### config.mk
export PLATFORM = sky130hd
export DESIGN_NAME = irq_map_gate
export DESIGN_NICKNAME = d
export VERILOG_FILES = /design/src/rtl/irqmap_pkg.sv /design/src/rtl/irqmap_ctrl.sv /design/src/rtl/irqmap_dpath.sv /design/src/rtl/irq_map_gate.sv
export SDC_FILE = /design/constraint.sdc
export NUM_CORES = 1
export LEC_CHECK = 0
export CORE_ASPECT_RATIO = 0.8
export CORE_MARGIN = 5
export CORE_UTILIZATION = 27
export CTS_CLUSTER_DIAMETER = 120
export DETAILED_ROUTE_END_ITERATION = 8
export GPL_ROUTABILITY_DRIVEN = 0
export PLACE_DENSITY_LB_ADDON = 0.08
export RECOVER_POWER = 100
export SETUP_SLACK_MARGIN = 0.5
export SYNTH_ARGS = -nofsm -noshare
export SYNTH_HDL_FRONTEND = slang
export SYNTH_SLANG_ARGS = --single-unit
export TNS_END_PERCENT = 20
### constraint.sdc
create_clock -name clk -period 3.2 [get_ports clk]
set_input_delay 0.64 -clock clk [delete_from_list [all_inputs] [get_ports clk]]
set_output_delay 0.64 -clock clk [all_outputs]
set_load 0.05 [all_outputs]
### src/rtl/irqmap_pkg.sv
package irqmap_pkg;

  localparam int GRP_CNT   = 8;
  localparam int GRP_IDX_W = $clog2(GRP_CNT);
  localparam logic [4:0] ROUTE_PRIO = 5'h1F;

  // Strobes from decode to the register/gate datapath
  typedef struct packed {
    logic                 wrHi;    // write to the live word of a map register
    logic                 rdLive;  // read of the live word
    logic                 rdZero;  // read that must return zero
    logic [GRP_IDX_W-1:0] idx;     // map register index
  } mapStrb_t;

  // Fixed routing code held in bits [30:0] of register g
  function automatic logic [30:0] routeCode(input logic [GRP_IDX_W-1:0] g);
    routeCode = (31'(ROUTE_PRIO) << 6) | (31'(g) << 2);
  endfunction

endpackage

### src/rtl/irqmap_ctrl.sv
module irqmap_ctrl
  import irqmap_pkg::*;
#(
  parameter int              ADDR_W    = 16,
  parameter logic [ADDR_W-1:0] BASE_ADDR = 16'h0C00
) (
  input  logic              regSel,
  input  logic              regWr,
  input  logic [ADDR_W-1:0] regAddr,
  output mapStrb_t          strb
);

  // 8-byte stride: index sits above bit 2, window spans GRP_CNT slots
  localparam int WIN_LSB = GRP_IDX_W + 3;

  logic winHit;
  logic liveWord;
  logic [1:0] unusedLowBits;

  assign unusedLowBits = regAddr[1:0];
  assign winHit   = (regAddr[ADDR_W-1:WIN_LSB] == BASE_ADDR[ADDR_W-1:WIN_LSB]);
  assign liveWord = winHit && regAddr[2];

  always_comb begin
    strb.wrHi   = regSel && regWr && liveWord;
    strb.rdLive = regSel && !regWr && liveWord;
    strb.rdZero = regSel && !regWr && !liveWord;
    strb.idx    = regAddr[WIN_LSB-1:3];
  end

endmodule

### src/rtl/irqmap_dpath.sv
module irqmap_dpath
  import irqmap_pkg::*;
#(
  parameter int LINES  = 4,
  parameter int DATA_W = 32,
  localparam int IRQ_W = GRP_CNT * LINES
) (
  input  logic              clk,
  input  logic              rst_n,
  input  logic              softRst,
  input  mapStrb_t          strb,
  input  logic [DATA_W-1:0] regWdata,
  output logic [DATA_W-1:0] regRdata,
  input  logic [IRQ_W-1:0]  irqIn,
  output logic [IRQ_W-1:0]  irqOut
);

  logic [GRP_CNT-1:0] enReg;
  logic [DATA_W-2:0]  unusedWdata;

  assign unusedWdata = regWdata[DATA_W-2:0];

  // Enable storage: device reset wins over a same-cycle write
  always_ff @(posedge clk or negedge rst_n) begin
    if (!rst_n) begin
      enReg <= '0;
    end else if (softRst) begin
      enReg <= '0;
    end else if (strb.wrHi) begin
      enReg[strb.idx] <= regWdata[DATA_W-1];
    end
  end

  // Registered read port
  always_ff @(posedge clk or negedge rst_n) begin
    if (!rst_n) begin
      regRdata <= '0;
    end else if (strb.rdLive) begin
      regRdata <= {enReg[strb.idx], routeCode(strb.idx)};
    end else if (strb.rdZero) begin
      regRdata <= '0;
    end
  end

  // Per-group gate
  for (genvar g = 0; g < GRP_CNT; g++) begin : gGate
    assign irqOut[g*LINES +: LINES] = irqIn[g*LINES +: LINES] & {LINES{enReg[g]}};
  end

  AST_EN_WRITE: assert property (@(posedge clk) disable iff (!rst_n)
    strb.wrHi && !softRst |=> enReg[$past(strb.idx)] == $past(regWdata[DATA_W-1]));
  AST_EN_HOLD: assert property (@(posedge clk) disable iff (!rst_n)
    !strb.wrHi && !softRst |=> $stable(enReg));
  AST_SOFT_CLEAR: assert property (@(posedge clk) disable iff (!rst_n)
    softRst |=> irqOut == '0);
  AST_CODE_READ: assert property (@(posedge clk) disable iff (!rst_n)
    strb.rdLive |=> regRdata[DATA_W-2:0] == routeCode($past(strb.idx)));
  AST_ZERO_READ: assert property (@(posedge clk) disable iff (!rst_n)
    strb.rdZero |=> regRdata == '0);

endmodule

### src/rtl/irq_map_gate.sv
module irq_map_gate
  import irqmap_pkg::*;
#(
  parameter int                ADDR_W    = 16,
  parameter logic [ADDR_W-1:0] BASE_ADDR = 16'h0C00,
  parameter int                LINES     = 4,
  parameter int                DATA_W    = 32
) (
  input  logic              clk,
  input  logic              rst_n,
  input  logic              softRst,
  input  logic              regSel,
  input  logic              regWr,
  input  logic [ADDR_W-1:0] regAddr,
  input  logic [DATA_W-1:0] regWdata,
  output logic [DATA_W-1:0] regRdata,
  input  logic [31:0]       irqIn,
  output logic [31:0]       irqOut
);

  mapStrb_t strb;

  irqmap_ctrl #(.ADDR_W(ADDR_W), .BASE_ADDR(BASE_ADDR)) uCtrl (
    .regSel (regSel),
    .regWr  (regWr),
    .regAddr(regAddr),
    .strb   (strb)
  );

  irqmap_dpath #(.LINES(LINES), .DATA_W(DATA_W)) uDpath (
    .clk     (clk),
    .rst_n   (rst_n),
    .softRst (softRst),
    .strb    (strb),
    .regWdata(regWdata),
    .regRdata(regRdata),
    .irqIn   (irqIn),
    .irqOut  (irqOut)
  );

endmodule

# Word-level counts from Yosys, hierarchy flattened
# Cells that the tools add are included.
# totals
reg_bits	40
in_bits	85
out_inout_bits	64
# classes
n_lt_le_gt_ge	2
n_eq_ne	1
bitwise_logic	8
n_mux	9
reduce_logical	11
# op_table
operator	n
$mux 32	2
$and 4x4->4	8
$mux 8	2
$eq 10x6->1 const B	1
$bwmux 8	1
$logic_and 1x1->1	7
$lt 3x4->1 const B	1
$reduce_bool 2->1	2
$bmux 1 s3	1
$demux 1 s3	1
$ge 3x1->1 const B	1
$logic_not 1->1	2
$mux 1	2

# Logic depth before layout (Yosys ltp)
# Gate-level depths: netlist of the first run.
# depth
depth_word	7
ltp_mapped	4
ltp_nobuf	4

# Cells and area by module
# A second synthesis of the first run with hierarchy kept.
# hier_totals
cells_unflattened	128
area_unflattened_um2	1143.6
# modules_own_cells
module	area_per_inst_um2	instances	seq_area_each_um2	cells_each
irqmap_dpath	1057.3	1	325.3	116
irqmap_ctrl	86.3	1	0.0	12

# Worst setup path before layout of the first run
# OpenSTA, ideal clock, no wires.
# synth_timing
path_kind	input to register
from	input regAddr[12]
to	register uDpath.enReg[6]
stages	4
t_required_ps	3121
t_arrival_ps	2150
setup_slack_ps	970
path_cell_list	or4b_4 or4_4 nor4b_4 mux2i_1
# synth_via
elab_chain_cells	4
# synth_lines
item	line	text
from (decl)	irq_map_gate.sv:14	input logic [ADDR_W-1:0] regAddr,
$eq 10x6->1	irqmap_ctrl.sv:21	assign winHit = (regAddr[ADDR_W-1:WIN_LSB] == BASE_ADDR[ADDR_W-1:WIN_LSB]);
$logic_and 1x1->1	irqmap_ctrl.sv:22	assign liveWord = winHit && regAddr[2];
$logic_and 1x1->1	irqmap_ctrl.sv:25	strb.wrHi = regSel && regWr && liveWord;
$reduce_bool 2->1 (no line)	-	
to (signal, indexed assignment)	irqmap_dpath.sv:30	enReg[strb.idx] <= regWdata[DATA_W-1];
to (decl)	irqmap_dpath.sv:18	logic [GRP_CNT-1:0] enReg;
# Every way passes these cells.
# A chain may end at the register's enable or synchronous reset.

# Worst setup path in the final report of the first run
# layout_timing
from	input regAddr[15]
to	register uDpath.enReg[3]
# The elaborated chain is that of the path after synthesis.

==> run_results.csv, run 1 <==
group,metric,value,unit
status,status,"complete, no violations",
sta,max-slew-margin-rel,43.62,%
floorplan,io_pins,149,
clocking,cts_sinks,13,
cells_and_area,design_area,0.002016,mm^2
yosys,synth-xor-area-share,0,%
grt,antenna_found_initial,0,
pwr,ir_worst_vdd,116.5,uV
critical_path,crit_path_max_incr_delay,0.64,ns
critical_path,path_max_fanout,4,
grt,grt.overflow.total,0,
sta,hold_viol,0,
clocking,cts-root-buf,"clkbuf_8",
sta,finalSetupViolations,0,
floorplan,rows,21,
routing,vias,1105,
cells_and_area,n_antenna_cell,0,
pwr,p_leak,1.001,nW
yosys,synth_area,0.001136,mm^2
yosys,synthTopCellsByArea,"dfrtp_1, buf_4, and2_1",
sta,post-route-period-util,85.76,%
critical_path,cp_top_family,"simple AND/OR/NAND/NOR gates",
sta,finalClockSkew,0.0007080,ns
placement,portBuffers,92,
yosys,syn_inst,122,
floorplan,dieArea,0.005613,mm^2
grt,grt.total_usage,11.08,%
floorplan,fp.dieW,82.53,um
yosys,ys_seq_area_share,28.63,%
clocking,cts_htree_levels,1,
routing,drt_iter0_drc,17,
critical_path,worst_setup_path_end_kind,"register",
yosys,synth_edf_count,0,
sta,rsz0062_at_grt,"yes",
yosys,yosys.area_share.simple,35.46,%
grt,grt_pass1_wl,4.767,mm
critical_path,critical_path_required,3.37,ns
routing,totalWireLength,3.340,mm
cells_and_area,drive_gt1_share,3.333,%
floorplan,design.core.area,0.004125,mm^2
clocking,cts_tree,"yes",
sta,worst_slack,0.4558,ns
critical_path,worstSetupPathType,"in2reg",
pwr,power_density,225.0,mW/mm^2
routing,route.detailed.wl_per_inst,12.51,um
grt,grt_start_max_net_pins,14,
routing,dr.pass1.iters,4,
critical_path,worstPathCellList,"dlygate4sd3_1 -> or4b_1 -> or4_1 -> nor4_1 -> mux2i_1",
cells_and_area,area_growth,77.42,%
yosys,synth_flop_cell,"dfrtp_1",
yosys,synth_compound_area_share,3.744,%
routing,ant_nets,0,
placement,postPlaceCellArea,0.001997,mm^2
critical_path,crit_buf_inv,1,
yosys,synth_seq_cells,13,
clocking,clock_latency,0.24,ns
critical_path,cp.arrival,2.91,ns
yosys,async_flop_share,100.0,%
yosys,synth_cell_types,24,
clocking,postCtsSetupBuffers,0,
placement,dp_slack,0.4742,ns
yosys,synth_top_area_share,28.63,%
sta,fmax,0.3644,GHz
critical_path,cpMaxStageDelayCell,"or4_1",
worst_hold_path,hold_class,"reg2reg",
cells_and_area,final_net_count,296,
routing,vias_per_cell,4.139,
grt,grt_pass1_vias,1116,
floorplan,initial_core_util,27.54,%
yosys,yosysWarnings,0,
sta,setup_tns,0,ns
clocking,cts_made_buffers,3,
yosys,syn_avg_cell_area,9.312,um^2
yosys,synth_top_family_by_area,"simple AND/OR/NAND/NOR gates",
flow_run,cap_viol_max_count,0,
sta,final_max_slew_viol_count,0,
floorplan,chipHeight,68.02,um
critical_path,worst_setup_path_start_kind,"input pin",
sta,whs,0.5001,ns
clocking,clockBufferDepth,2,
clocking,clkTransAtPathRegs,0.06,ns
routing,drc_errors,0,
yosys,synth.mux.area_fraction,12.00,%
sta,tightest_slew,0.8380,ns
yosys,synth-adder-area-share,0,%
sta,period_minus_slack,2.744,ns
placement,dp_hpwl,2.914,mm
yosys,synth_area_leader_cell,"dfrtp_1",
kinds of logic (layout without fill, tap and decap cells):
family                 count (synthesis)  after routing
muxes                                 11             11
other                                  1             23
buffers and inverters                 33             99
DFF                                   13             13
AOI/OAI and AO/OA                      5              5
and+or+nand+nor                       59             59
routing by layer:
metal / share of wire [%] / wire length [um] / global-route usage [%] / up-vias
met4: 1.6 / 52 / 4.490 / 0
met5: 0 / 0 / 0 / -
met1: 34 / 1137 / 11.34 / 488
li1: - / - / - / 537
met2: 50 / 1681 / 21.00 / 73
met3: 14 / 469 / 3.289 / 7
worst reg2reg max path: cells and delay by family (launching register included):
kind            cells  cell delay [ns]
flops               1             0.42
compound gates      1             0.19
mux                 2             0.76
report_power, final:
part | switching (mW) | leakage (nW) | internal, mW
Clock | 0.0611 | 0.0228 | 0.0880
Combinational | 0.0812 | 0.796 | 0.0586
Sequential | 0.0000203 | 0.182 | 0.164
Total | 0.142 | 1.00 | 0.311
Yosys cell counts, types with 3 or more instances:
library cell,number
a22o_1,4
buf_4,27
dfrtp_1,13
mux2i_1,8
inv_1,3
clkbuf_1,3
and2_1,32
nand2b_1,10
path summary, 6_finish.rpt:
path / startpoint / end / slack [ns] / depth (start not counted)
setup / recovery: regAddr[15] / uDpath.enReg[3] / 0.46 / 5
min in group asynchronous: rst_n / uDpath.regRdata[4] / 0.85 / 1
max in group asynchronous: rst_n / uDpath.regRdata[31] / 1.95 / 1
setup reg to reg: uDpath.enReg[7] / uDpath.regRdata[31] / 1.71 / 3
hold / removal: uDpath.regRdata[4] / uDpath.regRdata[4] / 0.50 / 1
hold reg to reg: uDpath.regRdata[4] / uDpath.regRdata[4] / 0.50 / 1
placed cells by master, fill, tap and decap left out:
master and count:
a21o_1 1, a22o_1 4, and2_1 32, clkbuf_1 2, clkbuf_8 3, clkdlybuf4s50_1 49, conb_1 23, dfrtp_1 13
dlygate4sd3_1 42, inv_1 3, mux2_2 1, mux2i_1 8, mux4_2 2, nand2_1 2, nand2b_1 10, nand3_1 2
nand3b_1 1, nand4_1 2, nor2_1 1, nor3_1 1, nor4_1 4, nor4b_4 1, or4_1 2, or4b_1 1
flip-flops by register name, summed over array words and instances (netlist names):
| signal | flops |
|---|---|
| uDpath.regRdata | 5 |
| uDpath.enReg | 8 |
timing repair:
| item | 4_1_cts | 5_1_grt |
|---|---|---|
| endpoints found under the hold margin | 0 | 0 |
| resized for setup | 0 | 1 |
| hold buffers | 0 | 0 |
| endpoints found under the setup margin | 0 | 4 |
through the flow:
step | total power [mW] | util (%) | instances
after floorplan | 0.2637 | - | 144
after global placement | 0.3071 | 48.41 | 263
after detailed placement | 0.3088 | 48.41 | 263
after CTS | 0.4592 | 49.50 | 267
after global routing | 0.4721 | 48.86 | 267
final | 0.4534 | 48.86 | 267
layout make-up:
type	instances	area, um^2
repair buffers	92	914.6
well taps	57	71.32
flip-flops and latches	13	325.3
multi-input cells	98	648.1
fillers	406	2110
clock buffers	4	45.04
inverters	3	11.26
Power figures use the tool's default switching activity.
==> run 2: changes to the inputs <==
--- a/config.mk
+++ b/config.mk
@@ -7,7 +7,7 @@
 export LEC_CHECK = 0
 export CORE_ASPECT_RATIO = 0.8
 export CORE_MARGIN = 5
-export CORE_UTILIZATION = 27
+export CORE_UTILIZATION = 23
 export CTS_CLUSTER_DIAMETER = 120
 export DETAILED_ROUTE_END_ITERATION = 8
 export GPL_ROUTABILITY_DRIVEN = 0
==> constraint.sdc (replaced) <==
create_clock -name clk -period 2.2 [get_ports clk]
set_input_delay 0.44 -clock clk [delete_from_list [all_inputs] [get_ports clk]]
set_output_delay 0.44 -clock clk [all_outputs]
set_load 0.05 [all_outputs]
==> run 2 against run 1 <==
Combinational power up 49%. Via count is 4.8% higher. Sequential cell count unchanged. Clock power up 42%. First-iteration DRC count grew 65%. Global-route usage up 0.28 points. Power grew 45%. Sequential power is 45% higher. Worst setup slack got worse by 0.24 ns. Critical path depth unchanged. Die area increased by 15%. Critical path type unchanged.
==> run_results.csv, run 2 (synthesized netlist as in run 1, its figures left out) <==
group,metric,value,unit
cells_and_area,fin_util,51.44,%
placement,dp_slack,-0.3560,ns
critical_path,critical_path_required,2.36,ns
pwr,power_frac_comb,31.6,%
placement,portBuffers,92,
routing,dr.pass1.iters,4,
critical_path,crit_path_max_incr_delay,0.57,ns
critical_path,cpMaxStageDelayCell,"or4_4",
routing,ant_nets,0,
cells_and_area,final_cells,279,
sta,rsz0062_at_grt,"yes",
critical_path,worstSetupPathType,"in2reg",
sta,worst_slack,0.2185,ns
grt,grt_start_max_net_pins,14,
clocking,cts_sinks,13,
floorplan,chipHeight,72.86,um
cells_and_area,n_antenna_cell,0,
critical_path,path_max_fanout,4,
pwr,ir_worst_vdd,136.1,uV
cells_and_area,final_common_cell,"clkdlybuf4s50_1",
critical_path,cp_top_family,"simple AND/OR/NAND/NOR gates",
critical_path,crit_buf_inv,1,
floorplan,io_pins,149,
floorplan,dieArea,0.006454,mm^2
clocking,clock_latency,0.24,ns
sta,finalClockSkew,0.001964,ns
routing,vias_per_cell,4.151,
grt,grt_pass1_vias,1193,
clocking,cts-root-buf,"clkbuf_8",
critical_path,worst_setup_path_end_kind,"register",
clocking,ctsHoldBuffers,0,
clocking,clockBufferDepth,2,
placement,dp_hpwl,3.303,mm
grt,grt_pass1_wl,5.761,mm
cells_and_area,area_growth,111.9,%
sta,finalSetupViolations,0,
critical_path,cp.arrival,2.14,ns
routing,totalWireLength,3.663,mm
routing,route.detailed.wl_per_inst,13.13,um
critical_path,worst_setup_path_start_kind,"input pin",
sta,whs,0.4999,ns
cells_and_area,largest_reg_flops,8,
cells_and_area,final_net_count,305,
cells_and_area,layout_common_cells,"clkdlybuf4s50_1, and2_0, buf_12",
routing,drt_iter0_drc,28,
cells_and_area,top_register,"uDpath.enReg",
cells_and_area,seqCellArea,325.3,um^2
floorplan,design.core.area,0.004679,mm^2
sta,fmax,0.5047,GHz
routing,drc_errors,0,
critical_path,crit_top_cell,"or4_4",
status,status,"complete, no violations",
routing,vias,1158,
cells_and_area,largestRegisters,"uDpath.enReg x8, uDpath.regRdata x5",
pwr,seqPwrFrac,36.4,%
worst_hold_path,hold_class,"reg2reg",
sta,max-slew-margin-rel,59.06,%
grt,grt.overflow.total,0,
grt,antenna_found_initial,0,
floorplan,rows,22,
cells_and_area,n_fill_cell,430,
sta,tightest_slew,0.6120,ns
sta,period_minus_slack,1.981,ns
flow_run,cap_viol_max_count,0,
critical_path,worstPathCellList,"buf_6 -> or4_4 -> or4_4 -> nor4_1 -> mux2i_1",
placement,dp.cells,273,
clocking,clkTransAtPathRegs,0.05,ns
clocking,cts_tree,"yes",
floorplan,fp.dieW,88.58,um
pwr,p_total,0.6581,mW
floorplan,initial_core_util,24.28,%
pwr,p_leak,1.069,nW
sta,hold_viol,0,
cells_and_area,multiInputGateArea,670.6,um^2
pwr,p_sw_share,31.10,%
sta,post-route-period-util,90.07,%
pwr,power_density,273.4,mW/mm^2
clocking,cts_made_buffers,3,
clocking,cts_htree_levels,1,
pwr,p_sw,0.2047,mW
grt,grt.total_usage,11.36,%
pwr,power.internal,0.4534,mW
cells_and_area,drive_gt1_share,25.11,%
sta,final_max_slew_viol_count,0,
pwr,clockPowerShare,32.0,%
## run 2: cell types whose count changed in the layout (fill, tap and decap cells not counted), sizes merged
cell           change
dlygate4sd3       -33
clkbuf             +3
clkdlybuf4s15      +2
clkdlybuf4s50      -9
dlymetal6s2s       +2
buf               +44
## run 2: layer usage
metal | vias up | global-route usage [%] | routed length [um]
met5 | - | 0 | 0
met4 | 0 | 3.523 | 33
met3 | 4 | 4.515 | 472
met2 | 65 | 19.50 | 1839
met1 | 537 | 12.91 | 1318
li1 | 552 | - | -
## run 2: final timing paths
check | from | end | slack (ns) | cells after the start
hold / removal | uDpath.regRdata[3] | uDpath.regRdata[3] | 0.50 | 1
min in group asynchronous | rst_n | uDpath.regRdata[10] | 0.65 | 1
setup / recovery | regAddr[8] | uDpath.enReg[3] | 0.22 | 5
max in group asynchronous | rst_n | uDpath.enReg[7] | 1.15 | 1
setup reg to reg | uDpath.enReg[5] | uDpath.regRdata[31] | 0.71 | 3
hold reg to reg | uDpath.regRdata[3] | uDpath.regRdata[3] | 0.50 | 1
## run 2: timing repair
action | CTS | global route
resized for setup | 25 | 6
endpoints found under the setup margin | 22 | 22
buffers inserted | 2 | 0
pin swaps | 4 | 1
## run 2: through the flow
| stage | setup TNS (ns) | area, um^2 |
|---|---|---|
| 4_1_cts | 0 | 2426 |
| 2_1_floorplan | 0 | 1219 |
| 3_5_place_dp | -1.789 | 2374 |
| 5_1_grt | 0 | 2407 |
| 3_3_place_gp | -1.788 | 2374 |
| 6_report | 0 | 2407 |
## run 2: layout make-up
class                   count  area share [%]
clock buffers               4           1.871
well taps                  60           3.119
multi-input cells          98           27.86
inverters                   3          0.4678
flip-flops and latches     13           13.51
repair buffers            101           53.17
## run 2: power groups by stage
stage	Sequential [mW]	Combinational (mW)	Clock (mW)
finish	0.239	0.208	0.211
global route	0.239	0.220	0.231
CTS	0.239	0.210	0.219
detailed placement	0.244	0.212	0
global placement	0.244	0.209	0
floorplan	0.244	0.140	0
